<file path="config.mk">
export PLATFORM = sky130hd
export DESIGN_NAME = seg_guard_top
export DESIGN_NICKNAME = d
export VERILOG_FILES = /design/src/rtl/seg_guard_pkg.sv /design/src/rtl/seg_rights_chk.sv /design/src/rtl/seg_offset_gen.sv /design/src/rtl/seg_bound_cmp.sv /design/src/rtl/seg_guard_top.sv
export SDC_FILE = /design/constraint.sdc
export NUM_CORES = 1
export LEC_CHECK = 0
export BUFFER_PORTS_ARGS = -buffer_cell sky130_fd_sc_hd__buf_2
export CAP_MARGIN = 30
export CORE_MARGIN = 3
export CORE_UTILIZATION = 50
export CTS_CLUSTER_SIZE = 10
export DETAILED_ROUTE_END_ITERATION = 10
export MAX_ROUTING_LAYER = met4
export PLACE_DENSITY = 0.72
export RECOVER_POWER = 100
export SYNTH_ARGS = -nofsm -noshare
export SYNTH_HDL_FRONTEND = slang
export SYNTH_SLANG_ARGS = --single-unit
</file>
<file path="constraint.sdc">
create_clock -name clk -period 18.4 [get_ports clk]
set_clock_uncertainty 0.1 [all_clocks]
set_input_delay 1.84 -clock clk [delete_from_list [all_inputs] [get_ports clk]]
set_output_delay 1.84 -clock clk [all_outputs]
set_load 0.05 [all_outputs]
</file>
<file path="src/rtl/seg_guard_pkg.sv">
package seg_guard_pkg;
  typedef enum logic [1:0] {
    ACC_READ  = 2'd0,
    ACC_WRITE = 2'd1,
    ACC_EXEC  = 2'd2,
    ACC_STCHK = 2'd3
  } acc_mode_e;
endpackage

</file>
<file path="src/rtl/seg_rights_chk.sv">
module seg_rights_chk
  import seg_guard_pkg::*;
#(
  parameter int SEL_W = 16
) (
  input  logic [SEL_W-1:0] seg_sel,
  input  logic             seg_exempt,
  input  logic             seg_data,
  input  logic             seg_rd,
  input  logic             seg_wr,
  input  logic [1:0]       acc_mode,
  output logic             rights_fault
);
  logic null_fault;
  logic wr_need;
  logic rd_need;

  always_comb begin
    null_fault   = (seg_sel == '0) && !seg_exempt;
    wr_need      = (acc_mode == ACC_WRITE) || (acc_mode == ACC_STCHK);
    rd_need      = (acc_mode == ACC_READ);
    rights_fault = null_fault ||
                   (seg_data && wr_need && !seg_wr) ||
                   (seg_data && rd_need && !seg_rd);
  end
endmodule

</file>
<file path="src/rtl/seg_offset_gen.sv">
module seg_offset_gen #(
  parameter int ADDR_W   = 32,
  parameter int NARROW_W = 16,
  parameter int SIZE_W   = 4
) (
  input  logic [ADDR_W-1:0] lin_addr,
  input  logic [ADDR_W-1:0] seg_base,
  input  logic [SIZE_W-1:0] acc_size,
  input  logic              cs_def32,
  input  logic              addr_ovr,
  output logic [ADDR_W-1:0] offset,
  output logic [ADDR_W:0]   end_off,
  output logic [ADDR_W-1:0] top
);
  localparam logic [ADDR_W-1:0] NARROW_MASK = {{(ADDR_W-NARROW_W){1'b0}}, {NARROW_W{1'b1}}};
  localparam logic [ADDR_W-1:0] WIDE_MASK   = '1;
  localparam logic [ADDR_W:0]   ONE_X       = 1;

  logic [ADDR_W-1:0] diff;
  logic              narrow;

  always_comb begin
    diff    = lin_addr - seg_base;
    narrow  = (cs_def32 == addr_ovr);
    top     = narrow ? NARROW_MASK : WIDE_MASK;
    offset  = diff & top;
    end_off = {1'b0, offset} + (ADDR_W+1)'(acc_size) - ONE_X;
  end
endmodule

</file>
<file path="src/rtl/seg_bound_cmp.sv">
module seg_bound_cmp #(
  parameter int ADDR_W = 32
) (
  input  logic [ADDR_W-1:0] offset,
  input  logic [ADDR_W:0]   end_off,
  input  logic [ADDR_W-1:0] top,
  input  logic [ADDR_W-1:0] seg_limit,
  input  logic              seg_expdn,
  output logic              bound_fault
);
  logic [ADDR_W:0] lim_x;
  logic            past_top;
  logic            up_fault;
  logic            dn_fault;

  always_comb begin
    lim_x       = {1'b0, seg_limit};
    past_top    = end_off > {1'b0, top};
    up_fault    = (offset > seg_limit) || (end_off > lim_x);
    dn_fault    = (offset <= seg_limit) || (end_off <= lim_x);
    bound_fault = past_top || (seg_expdn ? dn_fault : up_fault);
  end
endmodule

</file>
<file path="src/rtl/seg_guard_top.sv">
module seg_guard_top #(
  parameter int ADDR_W   = 32,
  parameter int NARROW_W = 16,
  parameter int SEL_W    = 16,
  parameter int SIZE_W   = 4
) (
  input  logic              clk,
  input  logic              rst,
  input  logic              in_valid,
  input  logic              prot_en,
  input  logic              long_mode,
  input  logic [ADDR_W-1:0] lin_addr,
  input  logic [ADDR_W-1:0] seg_base,
  input  logic [ADDR_W-1:0] seg_limit,
  input  logic [SEL_W-1:0]  seg_sel,
  input  logic              seg_exempt,
  input  logic              seg_data,
  input  logic              seg_rd,
  input  logic              seg_wr,
  input  logic              seg_expdn,
  input  logic [1:0]        acc_mode,
  input  logic [SIZE_W-1:0] acc_size,
  input  logic              cs_def32,
  input  logic              addr_ovr,
  output logic              out_valid,
  output logic              gp_fault
);
  logic [ADDR_W-1:0] offset;
  logic [ADDR_W:0]   end_off;
  logic [ADDR_W-1:0] top;
  logic              rights_fault;
  logic              bound_fault;
  logic              check_on;
  logic              fault_next;

  seg_rights_chk #(.SEL_W(SEL_W)) u_rights (
    .seg_sel      (seg_sel),
    .seg_exempt   (seg_exempt),
    .seg_data     (seg_data),
    .seg_rd       (seg_rd),
    .seg_wr       (seg_wr),
    .acc_mode     (acc_mode),
    .rights_fault (rights_fault)
  );

  seg_offset_gen #(.ADDR_W(ADDR_W), .NARROW_W(NARROW_W), .SIZE_W(SIZE_W)) u_offs (
    .lin_addr (lin_addr),
    .seg_base (seg_base),
    .acc_size (acc_size),
    .cs_def32 (cs_def32),
    .addr_ovr (addr_ovr),
    .offset   (offset),
    .end_off  (end_off),
    .top      (top)
  );

  seg_bound_cmp #(.ADDR_W(ADDR_W)) u_bound (
    .offset      (offset),
    .end_off     (end_off),
    .top         (top),
    .seg_limit   (seg_limit),
    .seg_expdn   (seg_expdn),
    .bound_fault (bound_fault)
  );

  always_comb begin
    check_on   = prot_en && !long_mode;
    fault_next = check_on && (rights_fault || bound_fault);
  end

  always_ff @(posedge clk) begin
    if (rst) begin
      out_valid <= 1'b0;
      gp_fault  <= 1'b0;
    end else begin
      out_valid <= in_valid;
      if (in_valid) gp_fault <= fault_next;
    end
  end
endmodule

</file>
==> flow_summary_export.csv <==
group,metric,value,unit
outcome,status,"completed",
setup_path,startpoint,"lin_addr[0]",
layout,final_util,0.5959,
setup_path,r2r_end,"gp_fault$_SDFFE_PP0P_",
setup_path,path_class,"in -> reg",
detailed_routing,ant_nets,0,
placement,hpwl,13.08,mm
floorplan,row_count,37,
clock_network,post_cts_buffers,0,
floorplan,core,10370,um^2
clock_network,root_buffer,"clkbuf_8",
setup_path,cpPeakStageDelay,0.72,ns
layout,diodes,0,
detailed_routing,routedWlPerCell,14.57,um
logic_synthesis,ys_seq_elements,2,
logic_synthesis,yosys-top-cells-count,"ha_1 (146), inv_1 (112), a21oi_1 (60)",
timing,max_slew_margin,0.4551,
grt,grt_antenna_before_repair,0,
detailed_routing,drc,0,
grt,grt_max_degree,23,
detailed_routing,vias,5783,
setup_path,cpMaxStageDelayCell,"a2111oi_0",
placement,port_buffers,131,
logic_synthesis,synthArstFlopShare,0,
logic_synthesis,syn_avg_cell_area,7.244,um^2
timing,finalCritPeriodShare,0.4694,
setup_path,cp_max_fo,5,
layout,final_cell_area,6180,um^2
timing,drv_slew,0,
logic_synthesis,yosysUniqueCellTypes,61,
logic_synthesis,synth_edf_count,0,
timing,tns,0,ns
timing,rsz0062_at_grt,"false",
detailed_routing,routed_wl,14.63,mm
setup_path,startpoint_type,"input pin",
power,power,0.5769,mW
grt,grt_usage,0.2427,
logic_synthesis,yosysTopAreaCell,"ha_1",
power,vdd_ir_drop_max,0.04049,mV
setup_path,end_kind,"register",
layout,synthToLayoutAreaGrowth,15.75,%
setup_path,cp_common_cell,"and4_1",
grt,overflow,0,
detailed_routing,first_pass_iters,5,
clock_network,clk_latency,0.21,ns
layout,fill_cells,999,
placement,place_ws,9.849,ns
logic_synthesis,synth_flop_cell,"dfxtp_1",
clock_network,tritoncts,"yes",
timing,period_minus_slack,8.638,ns
floorplan,die_h,109.3,um
power,power_density,93.35,nW/um^2
placement,globalplace.congestion,0.9895,
floorplan,initial_utilization,0.5148,
logic_synthesis,ys_warn_count,0,
placement,place_area,6148,um^2
detailed_routing,drt_iter0_markers,250,
setup_path,reg2reg_depth,4,
logic_synthesis,syn_nets,1015,
grt,grt_pass1_vias,5483,
clock_network,cts-htree-levels,1,
floorplan,ioPinCount,132,
logic_synthesis,synth.area.top_cells,"ha_1 (34%), inv_1 (7.9%), a21oi_1 (5.6%)",
clock_network,numCtsBuffers,3,
timing,timing.fmax,0.1158,GHz
setup_path,cp.required,18.38,ns
setup_path,r2r_start,"gp_fault$_SDFFE_PP0P_",
layout,drive_above_1_share,0.1671,
clock_network,cts_sinks,2,
layout,nets,1148,
detailed_routing,avgViaCountPerCell,5.760,
timing,setup_viol,0,
setup_path,critPathArrivalTime,8.62,ns
floorplan,dieWidth,109.3,um
job,cap_violations,0,
floorplan,dieArea,11950,um^2
clock_network,cts_resized,0,
logic_synthesis,seq_area_frac_synth,0.007499,
setup_path,critPathCapture,"gp_fault$_SDFFE_PP0P_",
worst_hold_path,hold_class,"reg -> reg",
logic_synthesis,syn-instance-count,737,
logic_synthesis,syn-cell-area,5339,um^2
logic_synthesis,yosys.area.top_type_share,0.3422,
clock_network,cts_buffer_depth,2,
setup_path,rrSetupSlack,17.37,ns
clock_network,hold_buffers,0,
timing,tightest_slew,0.8164,ns
grt,grt_pass1_wl,23.65,mm
timing,fin_ws,9.762,ns
logic_synthesis,yosysMostFrequentCell,"ha_1",
clock_network,clk_pin_slew_worst_paths,0.03,ns
timing,hold_violations,0,
power,power.leakage,3.468,nW
[worst max-delay path, delay by kind of cell]
family,cells,cell delay (ns)
xor gates and xnor gates,2,0.32
buffers and inverters,4,0.30
AOI/OAI and AO/OA,15,3.68
adders and majority gates,4,1.26
and+or+nand+nor,7,1.23
[cell usage in the layout (no fill, tap or decap), types with 4 or more instances in the layout]
master / count
a221oi_1: 4
a211oi_1: 14
buf_2: 128
xnor2_1: 34
a21oi_1: 60
nand2_1: 53
o21bai_1: 8
nor4_1: 6
nand3_1: 14
nand4_1: 20
and4_1: 9
and3_1: 9
a21o_1: 32
nor2b_1: 10
nor3_1: 15
o21a_1: 8
or3_1: 6
xor2_1: 20
o211ai_1: 6
nor2_1: 32
o31ai_1: 4
ha_1: 146
and2_1: 8
nand2b_1: 5
inv_1: 112
a31o_2: 4
a31oi_1: 6
o21ai_0: 38
[flip-flops by register name, summed over array words and instances, names as in the netlist]
name       count
gp_fault       1
out_valid      1
[logic make-up after synthesis]
logic type | count (synthesis) | synth area share
adders and majority gates | 148 | 0.3497
buffers and inverters | 116 | 0.08319
AOI/OAI and AO/OA | 220 | 0.2780
muxes | 4 | 0.007968
and+or+nand+nor | 193 | 0.1851
xor gates and xnor gates | 54 | 0.08859
DFF | 2 | 0.007500
[through the flow]
stage | cells | hold slack [ns]
6_report | 1004 | 0.5060
2_1_floorplan | 737 | 0.7093
4_1_cts | 1004 | 0.5076
3_5_place_dp | 1001 | 0.5035
3_3_place_gp | 1001 | 0.4866
5_1_grt | 1004 | 0.5391
[layout make-up]
cell class,instances,area (um^2),area share
clock buffer,3,41.29,0.006682
multi-input combinational,619,4848,0.7846
tap,136,170.2,0.02754
timing repair buffer,132,659.4,0.1067
sequential,2,40.04,0.006479
inverter,112,420.4,0.06803
[worst min path at each step]
stage / startpoint / cells past startpoint / slack, ns / to
after floorplan: gp_fault$_SDFFE_PP0P_ / 3 / 0.71 / gp_fault$_SDFFE_PP0P_
after global placement: gp_fault$_SDFFE_PP0P_ / 3 / 0.49 / gp_fault$_SDFFE_PP0P_
after detailed placement: gp_fault$_SDFFE_PP0P_ / 3 / 0.50 / gp_fault$_SDFFE_PP0P_
after CTS: gp_fault$_SDFFE_PP0P_ / 3 / 0.51 / gp_fault$_SDFFE_PP0P_
after global routing: gp_fault$_SDFFE_PP0P_ / 3 / 0.54 / gp_fault$_SDFFE_PP0P_
final: gp_fault$_SDFFE_PP0P_ / 3 / 0.51 / gp_fault$_SDFFE_PP0P_
[layer usage]
metal  track usage  routed length, um
met4       0.05788                284
met3      0.006459                789
met1        0.3103               6650
met5             -                  0
met2        0.4255               6903
[power breakdown]
| part | switching, mW | internal, mW |
|---|---|---|
| logic | 0.314 | 0.241 |
| registers | 0.000105 | 0.00465 |
| clock network | 0.00382 | 0.0139 |
| total | 0.318 | 0.259 |
Note: power is estimated with default switching activity, not from simulation.
